### config.mk
export PLATFORM = sky130hd
export DESIGN_NAME = frac_baud_gen
export DESIGN_NICKNAME = d
export VERILOG_FILES = /design/src/rtl/fbg_pkg.sv /design/src/rtl/fbg_regs.sv /design/src/rtl/fbg_frac.sv /design/src/rtl/fbg_reload.sv /design/src/rtl/fbg_bitdiv.sv /design/src/rtl/frac_baud_gen.sv
export SDC_FILE = /design/constraint.sdc
export NUM_CORES = 1
export LEC_CHECK = 0
export CAP_MARGIN = 20
export CORE_ASPECT_RATIO = 0.8
export CORE_MARGIN = 2
export CORE_UTILIZATION = 47
export CTS_BUF_LIST = sky130_fd_sc_hd__clkbuf_8
export DETAILED_ROUTE_END_ITERATION = 8
export PLACE_DENSITY_LB_ADDON = 0.2
export SLEW_MARGIN = 10
export SYNTH_ARGS = -nofsm -noshare
export SYNTH_HDL_FRONTEND = slang
export SYNTH_SLANG_ARGS = --single-unit
### constraint.sdc
create_clock -name clk -period 5.95 [get_ports clk]
set_clock_uncertainty 0.2 [all_clocks]
set_input_delay 1.19 -clock clk [delete_from_list [all_inputs] [get_ports clk]]
set_output_delay 1.19 -clock clk [all_outputs]
set_load 0.01 [all_outputs]
### src/rtl/fbg_pkg.sv
package fbg_pkg;
  // Control word captured on a control write.
  typedef struct packed {
    logic run;
    logic frac_en;
  } fbg_ctl_t;
endpackage

### src/rtl/fbg_regs.sv
module fbg_regs
  import fbg_pkg::*;
#(
  parameter int RLD_W  = 16,
  parameter int FRAC_W = 9
) (
  input  logic              clk,
  input  logic              rst,
  input  logic              ctl_we,
  input  fbg_ctl_t          ctl_wdata,
  input  logic              fdv_we,
  input  logic [FRAC_W-1:0] fdv_wdata,
  input  logic              rld_we,
  input  logic [RLD_W-1:0]  rld_wdata,
  output fbg_ctl_t          ctl_q,
  output logic [FRAC_W-1:0] fdv_q,
  output logic [RLD_W-1:0]  rld_q
);
  logic unlocked;
  assign unlocked = ~ctl_q.run;

  always_ff @(posedge clk) begin
    if (rst) begin
      ctl_q <= '0;
      fdv_q <= '0;
      rld_q <= '0;
    end else begin
      if (ctl_we) ctl_q <= ctl_wdata;
      if (fdv_we && unlocked) fdv_q <= fdv_wdata;
      if (rld_we && unlocked) rld_q <= rld_wdata;
    end
  end
endmodule

### src/rtl/fbg_frac.sv
module fbg_frac #(
  parameter int FRAC_W = 9
) (
  input  logic              clk,
  input  logic              rst,
  input  logic              run,
  input  logic              frac_en,
  input  logic [FRAC_W-1:0] fdv,
  output logic              step
);
  localparam int unsigned MODULUS = 1 << FRAC_W;

  logic [FRAC_W-1:0] acc_q;
  logic [FRAC_W:0]   incr;
  logic [FRAC_W:0]   sum;

  // A zero step stands for the full modulus (ratio 1:1).
  assign incr = (fdv == '0) ? (FRAC_W+1)'(MODULUS) : {1'b0, fdv};
  assign sum  = {1'b0, acc_q} + incr;

  always_ff @(posedge clk) begin
    if (rst || !run) begin
      acc_q <= '0;
      step  <= 1'b0;
    end else if (!frac_en) begin
      acc_q <= '0;
      step  <= 1'b1;
    end else begin
      step  <= sum[FRAC_W];
      acc_q <= sum[FRAC_W-1:0];
    end
  end
endmodule

### src/rtl/fbg_reload.sv
module fbg_reload #(
  parameter int RLD_W = 16
) (
  input  logic             clk,
  input  logic             rst,
  input  logic             run,
  input  logic             step,
  input  logic [RLD_W-1:0] load,
  output logic             tick
);
  logic [RLD_W-1:0] cnt_q;

  always_ff @(posedge clk) begin
    if (rst) begin
      cnt_q <= '0;
      tick  <= 1'b0;
    end else if (!run) begin
      cnt_q <= load;
      tick  <= 1'b0;
    end else if (step) begin
      if (cnt_q == '0) begin
        cnt_q <= load;
        tick  <= 1'b1;
      end else begin
        cnt_q <= cnt_q - 1'b1;
        tick  <= 1'b0;
      end
    end else begin
      tick <= 1'b0;
    end
  end
endmodule

### src/rtl/fbg_bitdiv.sv
module fbg_bitdiv #(
  parameter int OVERSAMPLE = 16
) (
  input  logic clk,
  input  logic rst,
  input  logic run,
  input  logic os_in,
  output logic bit_out
);
  generate
    if (OVERSAMPLE <= 1) begin : g_pass
      always_ff @(posedge clk) begin
        if (rst || !run) bit_out <= 1'b0;
        else             bit_out <= os_in;
      end
    end else begin : g_div
      localparam int CW = $clog2(OVERSAMPLE);
      localparam logic [CW-1:0] LAST = CW'(OVERSAMPLE - 1);
      logic [CW-1:0] cnt_q;
      always_ff @(posedge clk) begin
        if (rst || !run) begin
          cnt_q   <= '0;
          bit_out <= 1'b0;
        end else if (os_in) begin
          bit_out <= (cnt_q == LAST);
          cnt_q   <= (cnt_q == LAST) ? '0 : cnt_q + 1'b1;
        end else begin
          bit_out <= 1'b0;
        end
      end
    end
  endgenerate
endmodule

### src/rtl/frac_baud_gen.sv
module frac_baud_gen
  import fbg_pkg::*;
#(
  parameter int RLD_W      = 16,
  parameter int FRAC_W     = 9,
  parameter int OVERSAMPLE = 16
) (
  input  logic              clk,
  input  logic              rst,
  input  logic              ctl_we,
  input  logic              ctl_run,
  input  logic              ctl_frac_en,
  input  logic              fdv_we,
  input  logic [FRAC_W-1:0] fdv_wdata,
  input  logic              rld_we,
  input  logic [RLD_W-1:0]  rld_wdata,
  output logic              os_tick,
  output logic              bit_tick
);
  fbg_ctl_t          ctl_wdata;
  fbg_ctl_t          ctl_q;
  logic [FRAC_W-1:0] fdv_q;
  logic [RLD_W-1:0]  rld_q;
  logic              run_q;
  logic              step;

  assign ctl_wdata.run     = ctl_run;
  assign ctl_wdata.frac_en = ctl_frac_en;
  assign run_q             = ctl_q.run;

  fbg_regs #(.RLD_W(RLD_W), .FRAC_W(FRAC_W)) u_regs (
    .clk(clk), .rst(rst),
    .ctl_we(ctl_we), .ctl_wdata(ctl_wdata),
    .fdv_we(fdv_we), .fdv_wdata(fdv_wdata),
    .rld_we(rld_we), .rld_wdata(rld_wdata),
    .ctl_q(ctl_q), .fdv_q(fdv_q), .rld_q(rld_q)
  );

  fbg_frac #(.FRAC_W(FRAC_W)) u_frac (
    .clk(clk), .rst(rst), .run(run_q), .frac_en(ctl_q.frac_en),
    .fdv(fdv_q), .step(step)
  );

  fbg_reload #(.RLD_W(RLD_W)) u_reload (
    .clk(clk), .rst(rst), .run(run_q), .step(step),
    .load(rld_q), .tick(os_tick)
  );

  fbg_bitdiv #(.OVERSAMPLE(OVERSAMPLE)) u_bitdiv (
    .clk(clk), .rst(rst), .run(run_q), .os_in(os_tick), .bit_out(bit_tick)
  );
endmodule

=== Word level (Yosys, flattened, before mapping) ===
Cells that the tools add are included.

* Input port bits: 32
* Word-level logic and storage cells: 35
* Output and inout port bits: 2
* Flip-flop bits (word level): 59

* Bitwise operators: 4
* $add $sub $neg: 3
* Multiplexer cells: 7
* Equal/unequal tests: 2
* Reductions and logical operators: 9

{| class="wikitable"
|+ Operator list
! operator !! number
|-
| 16-bit 2-to-1 mux || 3
|-
| 16-bit logical NOT || 1
|-
| 16-bit by 1-bit subtractor with 16-bit output (second input constant) || 1
|-
| 9-bit by 10-bit adder with 10-bit output || 1
|-
| 10-bit 2-to-1 mux || 1
|-
| 9-bit logical NOT || 1
|-
| 4-bit by 1-bit adder with 4-bit output (second input constant) || 1
|-
| 4-bit equality test (second input constant) || 1
|-
| 4-bit 2-to-1 mux || 1
|-
| 1-bit inverter || 4
|-
| 2-bit OR reduction || 2
|-
| 3-bit OR reduction || 1
|-
| 1-bit logical AND || 2
|-
| 1-bit 2-to-1 mux || 2
|-
| 2-bit by 1-bit != test with 1-bit output (second input constant) || 1
|-
| 1-bit logical NOT || 1
|-
| 1-bit logical OR || 1
|}

=== Logic depth before layout (Yosys ltp) ===
Gate-level depths: netlist of run 1.

* Depth after elaboration: 4
* Depth in mapped cells: 8
* Depth with buffers taken out: 7

=== Hierarchy ===
A second synthesis of run 1 with hierarchy kept.

* Cells, all modules: 379
* Area, all modules: 3306.9 um2

{| class="wikitable"
|+ By module, submodules not included
! module !! area an instance (um2) !! cells each !! seq. area each (um2) !! instances
|-
| fbg_regs || 1206.2 || 117 || 540.5 || 1
|-
| fbg_reload || 1116.1 || 145 || 340.3 || 1
|-
| fbg_frac || 772.0 || 93 || 200.2 || 1
|-
| fbg_bitdiv || 212.7 || 24 || 100.1 || 1
|}

=== Worst setup path before layout of run 1 ===
Ideal clock, no wire load.

* Path kind: input -> register
* Start point: input port rld_we
* End point: register u_regs.rld_q[10]
* Setup slack: 3.720 ns
* Library setup time: 0.070 ns
* Data arrival time: 1.960 ns
* Path buffers: 2
* Stages: 5
* Path through: nor2b_1 > clkbuf_1 > clkbuf_1 > nand2_1 > a21oi_1

* Word-level cells in the longest chain between the ends: 1

{| class="wikitable"
|+ RTL lines
! what !! line !! text
|-
| start: declaration || frac_baud_gen.sv:15 || <nowiki>input logic rld_we,</nowiki>
|-
| 1-bit logical AND || fbg_regs.sv:30 || <nowiki>if (rld_we && unlocked) rld_q <= rld_wdata;</nowiki>
|-
| end signal: assignment || fbg_regs.sv:30 ||
|-
| end: declaration || fbg_regs.sv:17 || <nowiki>output logic [RLD_W-1:0] rld_q</nowiki>
|}

Every way passes these cells.
A chain may end at the register's enable or synchronous reset.

==> summary.md, run 1 <==
| Metric | Value |
|---|---|
| Sequential power share | `0.451` |
| Die Wd | `93.6 µm` |
| Routability cong. | `0.921` |
| Power Internal | `around 0.7 mW` |
| Clock sink count | `between 50 and 60` |
| Ys Warns | `0` |
| Post-synthesis async set-or-reset flop share | `0` |
| Mapped Cells | `between 300 and 400` |
| Count of cell types in the netlist | `57` |
| Clock Latency Late Sink | `~0.34 ns` |
| Register-to-Register Path Depth | `6` |
| Syn nets | `between 400 and 500` |
| Worst vdd ir | `about 0.13 mV` |
| Clock Power Share | `0.375` |
| Vias in the first global route | `about 2400` |
| R2r setup slk | `3.49 ns` |
| Count leader, synth | `nand2_1` |
| Placed Cells incl. Taps | `between 400 and 500` |
| Core region area | `6310 µm²` |
| Fin area | `between 3000 and 4000 µm²` |
| Largest area contributor in the netlist | `dfxtp_1` |
| Top cell type's share of synthesized area | `0.391` |
| Gate power share | `0.174` |
| Number of flops mapped to enable cells by yosys | `0` |
| Setup TNS | `0 ns` |
| # hold bufs at CTS | `0` |
| Area growth, synth to finish | `18.0%` |
| CP Cell Sequence | `clkdlybuf4s50_1 -> clkinv_1 -> and3_1 -> a221o_1` |
| Seq cells post-synth | `59` |
| Critical Path RT | `between 5 and 6 ns` |
| Cell Area, Placed | `~3400 µm²` |
| Layout Cells excl Fill | `just under 500` |
| Dpl hpwl | `5200 µm` |
| Antenna diodes | `0` |
| CP startpoint kind | `input port` |
| Leakage | `1.32 nW` |
| R2R Path Start | `u_regs.ctl_q[1]` |
| CTS Buf Count | `9` |
| Drt pass-1 iters | `5` |
| Critical Path AT | `approximately 3.3 ns` |
| Rel. slew slack | `0.366` |
| Hold Path Cell Cnt | `2` |
| Initial Utilization | `0.478` |
| Wirelength per Cell | `14.6 µm` |
| Tightest Pin Transition | `around 0.95 ns` |
| Psw | `between 0.2 and 0.3 mW` |
| Post-Route WL | `7120 µm` |
| RSZ-0062 raised after global routing | `no` |
| Critical Path Max Stage Delay | `around 1.0 ns` |
| Ys flop type | `dfxtp_1` |
| Post-CTS sizing | `0` |
| First-pass GRT wire length | `11800 µm` |
| Power Dens Cells | `274 nW/µm²` |
| Post-CTS Setup Bufs | `0` |
| RR Endpoint | `u_reload.cnt_q[12]` |
| Final Hold Fails | `0` |
| Top-level port count | `34` |
| Hold path startpoint | `u_regs.rld_q[1]` |
| Max clock buf depth | `2` |
| Number of max-slew violations in the final report | `0` |
| Routed Antenna Nets | `0` |
| Outcome | `finished clean` |
| CP max-delay cell | `clkdlybuf4s50_1` |
| Hold worst-path end | `u_regs.rld_q[1]` |
| WS Path Type | `input port to flip-flop` |
| Vias/cell | `5.58` |
| # setup viols final | `0` |
| Mapped Avg Cell Area | `between 8 and 9 µm²` |
| Tcrit/Tclk final | `0.544` |
| Hold Path Class | `flip-flop to flip-flop` |
| Seq/Total Area, Yosys | `0.391` |
| Worst-path maximum fanout | `23` |
| Clk root buf | `clkbuf_8` |
| Top post-synthesis cells by area | `dfxtp_1 39%, nand2_1 8.0%, a21oi_1 6.1%, ha_1 5.0%, nor2_1 3.4%` |
| Max-cap viol count | `0` |
| Final net count | `between 400 and 500` |
| Hold Slack | `around 0.26 ns` |
| Initial DRC count | `~320` |
| Total number of vias | `2713` |
| Die area | `7080 µm²` |
| Switching Fraction | `0.299` |
| Commonest cells post-synth | `64 x nand2_1, 59 x dfxtp_1, 37 x a21oi_1` |
| Min Clock Period, post-route | `around 3.2 ns` |
| Initial antenna violation count | `0` |
| Share of post-route cells with drive strength above 1 | `0.0697` |
| H-tree Lvls | `3` |
| Worst-path clk slew | `about 0.07 ns` |
| GR Overflow Total | `0` |
| GRT Resource Usage Total | `0.219` |
| Die Y | `75.7 µm` |
| Port-buffer cells | `33` |
| Synth Cell Area | `3020 µm²` |
| CTS tree | `yes` |
| Row Count | `26` |
| Fmax | `0.309 GHz` |
| Pin count of the biggest net entering global routing | `24` |
| Remaining DRCs | `0` |
| Crit end category | `flip-flop` |
==> per-stage QoR <==
| stage | setup WS, ns | utilization | total power [mW] |
|---|---|---|---|
| global placement | 2.33 | 0.533 | 0.613 |
| finish | 2.71 | 0.564 | 0.978 |
| global route | 2.57 | 0.564 | 1.02 |
| detailed placement | 2.32 | 0.533 | 0.617 |
| floorplan | 3.72 | - | 0.566 |
| CTS | 2.70 | 0.564 | 0.983 |
==> metal layers <==
metal  vias up  routed length [µm]  global-route usage
met3         9                 537              0.0643
met2        97                2970               0.306
met1      1223                3530               0.321
li1       1384                   -                   -
met4         0                  90              0.0773
met5         -                   0                   0
==> worst max-delay path by stage <==
stage | slack (ns) | startpoint | to | cells after the start
6_report | 2.71 | rst | u_reload.cnt_q[14] | 4
5_1_grt | 2.57 | rst | u_reload.cnt_q[10] | 5
4_1_cts | 2.70 | rst | u_reload.cnt_q[14] | 4
3_5_place_dp | 2.32 | rst | u_reload.cnt_q[14] | 4
3_3_place_gp | 2.33 | rst | u_reload.cnt_q[14] | 4
2_1_floorplan | 3.72 | rld_we | u_regs.rld_q[10] | 5
==> placed cells by master, fill, tap and decap left out, types with 10 or more instances in the layout <==
cell type | netlist | layout
dfxtp_1 | 59 | 59
nor3_1 | 14 | 14
a21oi_1 | 37 | 37
ha_1 | 12 | 12
nor2_1 | 27 | 27
nand2_1 | 64 | 64
inv_1 | 12 | 12
clkdlybuf4s50_1 | 0 | 33
nand3_1 | 17 | 17
o21ai_0 | 10 | 10
==> worst max-delay path, delay by kind of cell <==
family                 cells  cell delay [ns]
and+or+nand+nor            1             0.29
AOI/OAI and AO/OA          1             0.29
buffers and inverters      2             1.49
==> layout make-up <==
type | instances | area (µm²)
inverters | 13 | 48.8
fillers | 617 | 2750
flip-flops and latches | 59 | 1180
clock buffers | 9 | 124
well taps | 84 | 105
repair buffers | 35 | 345
clock inverters | 7 | 76.3
multi-input cells | 279 | 1680
==> cells by family after synthesis <==
| logic type | Yosys count | synth area share |
|---|---|---|
| adders and majority gates | 13 | 0.0564 |
| DFF | 59 | 0.391 |
| xor gates and xnor gates | 9 | 0.0261 |
| AOI/OAI and AO/OA | 81 | 0.172 |
| muxes | 7 | 0.0249 |
| and+or+nand+nor | 169 | 0.278 |
| buffers and inverters | 39 | 0.0518 |
==> flip-flops by register name, summed over array words and instances, names as in the netlist <==
name	cells
u_regs.rld_q	16
u_reload.cnt_q	16
u_frac.acc_q	9
u_regs.fdv_q	9
u_bitdiv.g_div.cnt_q	4
u_regs.ctl_q	2
u_bitdiv.bit_out	1
u_frac.step	1
u_reload.tick	1
==> power by group through the flow <==
| stage | logic, mW | clock network [mW] | registers (mW) |
|---|---|---|---|
| final | 0.170 | 0.367 | 0.441 |
| after CTS | 0.168 | 0.374 | 0.440 |
| after global placement | 0.165 | 0 | 0.448 |
| after detailed placement | 0.168 | 0 | 0.449 |
| after floorplan | 0.128 | 0 | 0.438 |
| after global routing | 0.188 | 0.391 | 0.444 |
Note: power is estimated with default switching activity, not from simulation.
==> run 2, diff against run 1 <==
- clock period: 5.95 -> 2.6 ns (I/O delays scaled with it)
==> run 2 against run 1 <==
  * Critical endpoint is now u_reload.cnt_q[6]
  * Largest power group unchanged
  * Sequential power grew 130%
  * Cell count grew 1.2%
  * Non-clock buffer count grew 6
==> summary.md, run 2 (same netlist as run 1, synthesis figures left out) <==
| Metric | Value |
|---|---|
| Rel. slew slack | `0.631 (+0.266)` |
| Max-cap viol count | `0 (unchanged)` |
| Buf/Inv on CP | `1 (-1)` |
| Worst-path clk slew | `0.07 ns (about the same)` |
| CTS tree | `yes` |
| Worst vdd ir | `0.374 mV (+180%)` |
| Crit end category | `flip-flop` |
| Row Count | `26 (unchanged)` |
| H-tree Lvls | `3 (unchanged)` |
| Outcome | `finished clean` |
| Dpl hpwl | `5170 µm (-0.56%)` |
| Initial antenna violation count | `0 (unchanged)` |
| Total Power | `2.26 mW (+130%)` |
| Critical Path RT | `2.64 ns (-3.34 ns)` |
| Power Internal | `1.60 mW (+130%)` |
| Area growth, synth to finish | `19.6%` |
| # hold bufs at CTS | `0 (unchanged)` |
| CP endpoint | `u_reload.cnt_q[6]` |
| R2R Path Start | `u_reload.cnt_q[0]` |
| Tightest Pin Transition | `0.553 ns (-0.396 ns)` |
| Levels on crit path | `7 (+3)` |
| Fin area | `3610 µm² (+1.3%)` |
| Cell Area, Placed | `3410 µm² (+1.3%)` |
| Clock sink count | `59 (unchanged)` |
| # setup viols final | `0 (unchanged)` |
| Clock Latency Late Sink | `0.35 ns (about the same)` |
| Max clock buf depth | `2 (unchanged)` |
| R2r setup slk | `0.25 ns (-3.24 ns)` |
| Die area | `7080 µm² (unchanged)` |
| Fillers | `598 (-3.1%)` |
| Share of post-route cells with drive strength above 1 | `0.0809 (+0.0112)` |
| Hold Path Class | `flip-flop to flip-flop` |
| RSZ-0062 raised after global routing | `no` |
| Most common cell after layout, fill and taps aside | `nand2_1` |
| Post-CTS sizing | `0 (unchanged)` |
| Fmax | `between 0.4 and 0.5 GHz` |
| Most frequent cells in the layout | `64 x nand2_1, 59 x dfxtp_1, 37 x a21oi_1` |
| Psw | `0.665 mW (+130%)` |
| Switching Fraction | `0.294 (-0.00458)` |
| Power Dens Cells | `626 nW/µm² (+130%)` |
| GRT Resource Usage Total | `0.216 (-0.00221)` |
| Initial Utilization | `0.478 (unchanged)` |
| Top delay family on crit path | `simple AND/OR/NAND/NOR gates` |
| Hold Path Cell Cnt | `2 (unchanged)` |
| Pin count of the biggest net entering global routing | `24 (unchanged)` |
| Register area | `1180 µm² (unchanged)` |
| Worst-path maximum fanout | `13 (-43%)` |
| Clk root buf | `clkbuf_8` |
| Area of the multi-input gates | `1680 µm² (unchanged)` |
| Routability cong. | `0.912 (-1.0%)` |
| Sequential power share | `0.445 (-0.006)` |
| Clock Power Share | `0.379 (+0.004)` |
| Gate power share | `0.176 (+0.002)` |
| Routed Antenna Nets | `0 (unchanged)` |
| Wirelength per Cell | `14.5 µm (-1.2%)` |
| Critical Path AT | `2.39 ns (-0.87 ns)` |
| Final Hold Fails | `0 (unchanged)` |
| Initial DRC count | `198 (-38%)` |
| Die Wd | `93.6 µm (unchanged)` |
| Tcrit/Tclk final | `0.903` |
| Vias in the first global route | `2418 (-1.2%)` |
| Remaining DRCs | `0 (unchanged)` |
| CP startpoint kind | `flip-flop` |
| Setup TNS | `0 ns (unchanged)` |
| Die Y | `75.7 µm (unchanged)` |
| CTS Buf Count | `9 (unchanged)` |
| Antenna diodes | `0 (unchanged)` |
| Vias/cell | `5.60 (+0.35%)` |
| Min Clock Period, post-route | `between 2 and 2.5 ns` |
| Register-to-Register Path Depth | `7 (+1)` |
| Beginning of the critical path | `u_reload.cnt_q[0]` |
| GR Overflow Total | `0 (unchanged)` |
| Port-buffer cells | `33 (unchanged)` |
| Total number of vias | `2756 (+1.6%)` |
| Final net count | `448 (+1.4%)` |
| Leakage | `1.35 nW (+2.3%)` |
| CP Cell Sequence | `inv_1 -> ha_1 -> nor4b_1 -> nand4_2 -> and2_4 -> mux2_4 -> a32o_1` |
| Critical Path Max Stage Delay | `0.34 ns (-0.69 ns)` |
| RR Endpoint | `u_reload.cnt_q[6]` |
| WS Path Type | `flip-flop to flip-flop` |
| Top-level port count | `34 (unchanged)` |
| Drt pass-1 iters | `5 (unchanged)` |
| First-pass GRT wire length | `11600 µm (-2.4%)` |
| Number of max-slew violations in the final report | `0 (unchanged)` |
| CP max-delay cell | `dfxtp_1` |
| Core region area | `6310 µm² (unchanged)` |
| Post-CTS Setup Bufs | `0 (unchanged)` |
| Post-Route WL | `7120 µm (about the same)` |
| Top Registers | `u_regs.rld_q x16, u_reload.cnt_q x16` |
==> run 2: final cells by class <==
class / instances / share of cell area
clock inverters: 6 / 0.0180
flip-flops and latches: 59 / 0.327
repair buffers: 41 / 0.108
inverters: 13 / 0.0135
clock buffers: 10 / 0.0381
well taps: 84 / 0.0291
multi-input cells: 279 / 0.466
==> run 2: per-stage QoR <==
| step | instances | utilization | hold slack [ns] | worst slack, ns |
|---|---|---|---|---|
| 2_1_floorplan | 377 | - | 0.232 | 0.463 |
| 3_3_place_gp | 476 | 0.540 | 0.244 | 0.378 |
| 3_5_place_dp | 476 | 0.540 | 0.250 | 0.303 |
| 4_1_cts | 492 | 0.572 | 0.260 | 0.275 |
| 5_1_grt | 492 | 0.572 | 0.281 | 0.138 |
| 6_report | 492 | 0.572 | 0.257 | 0.252 |
==> run 2: how the worst min path moves through the flow <==
stage                           from               end  slack, ns
floorplan           u_regs.rld_q[12]  u_regs.rld_q[12]       0.23
global placement     u_regs.rld_q[3]   u_regs.rld_q[3]       0.24
detailed placement   u_regs.rld_q[3]   u_regs.rld_q[3]       0.25
CTS                  u_regs.rld_q[3]   u_regs.rld_q[3]       0.26
global route         u_regs.rld_q[3]   u_regs.rld_q[3]       0.28
finish               u_regs.rld_q[3]   u_regs.rld_q[3]       0.26
==> run 2: routing by layer <==
metal | track usage | share of wire
met2 | 0.305 | 0.40
met4 | 0.0773 | 0.016
met1 | 0.314 | 0.50
met3 | 0.0663 | 0.075
met5 | 0 | 0
==> run 2: power groups by stage <==
| stage | Clock, mW | Sequential (mW) | Combinational, mW |
|---|---|---|---|
| after global placement | 0 | 1.02 | 0.389 |
| after global routing | 0.919 | 1.01 | 0.439 |
| after floorplan | 0 | 1.00 | 0.293 |
| after CTS | 0.873 | 1.00 | 0.395 |
| final | 0.856 | 1.00 | 0.399 |
| after detailed placement | 0 | 1.02 | 0.393 |
==> run 2: worst register-to-register path: cells and delay by family (launching register included) <==
family | cells | cell delay, ns
AOI/OAI and AO/OA | 1 | 0.20
adders and majority gates | 1 | 0.17
muxes | 1 | 0.31
and+or+nand+nor | 3 | 0.91
DFF | 1 | 0.34
buffers and inverters | 1 | 0.11
==> run 3, diff against run 2 <==
- GPL_ROUTABILITY_DRIVEN: not set -> 0
==> results of run 3 <==
The final DEF is identical to that of run 2; final timing and power are the same.
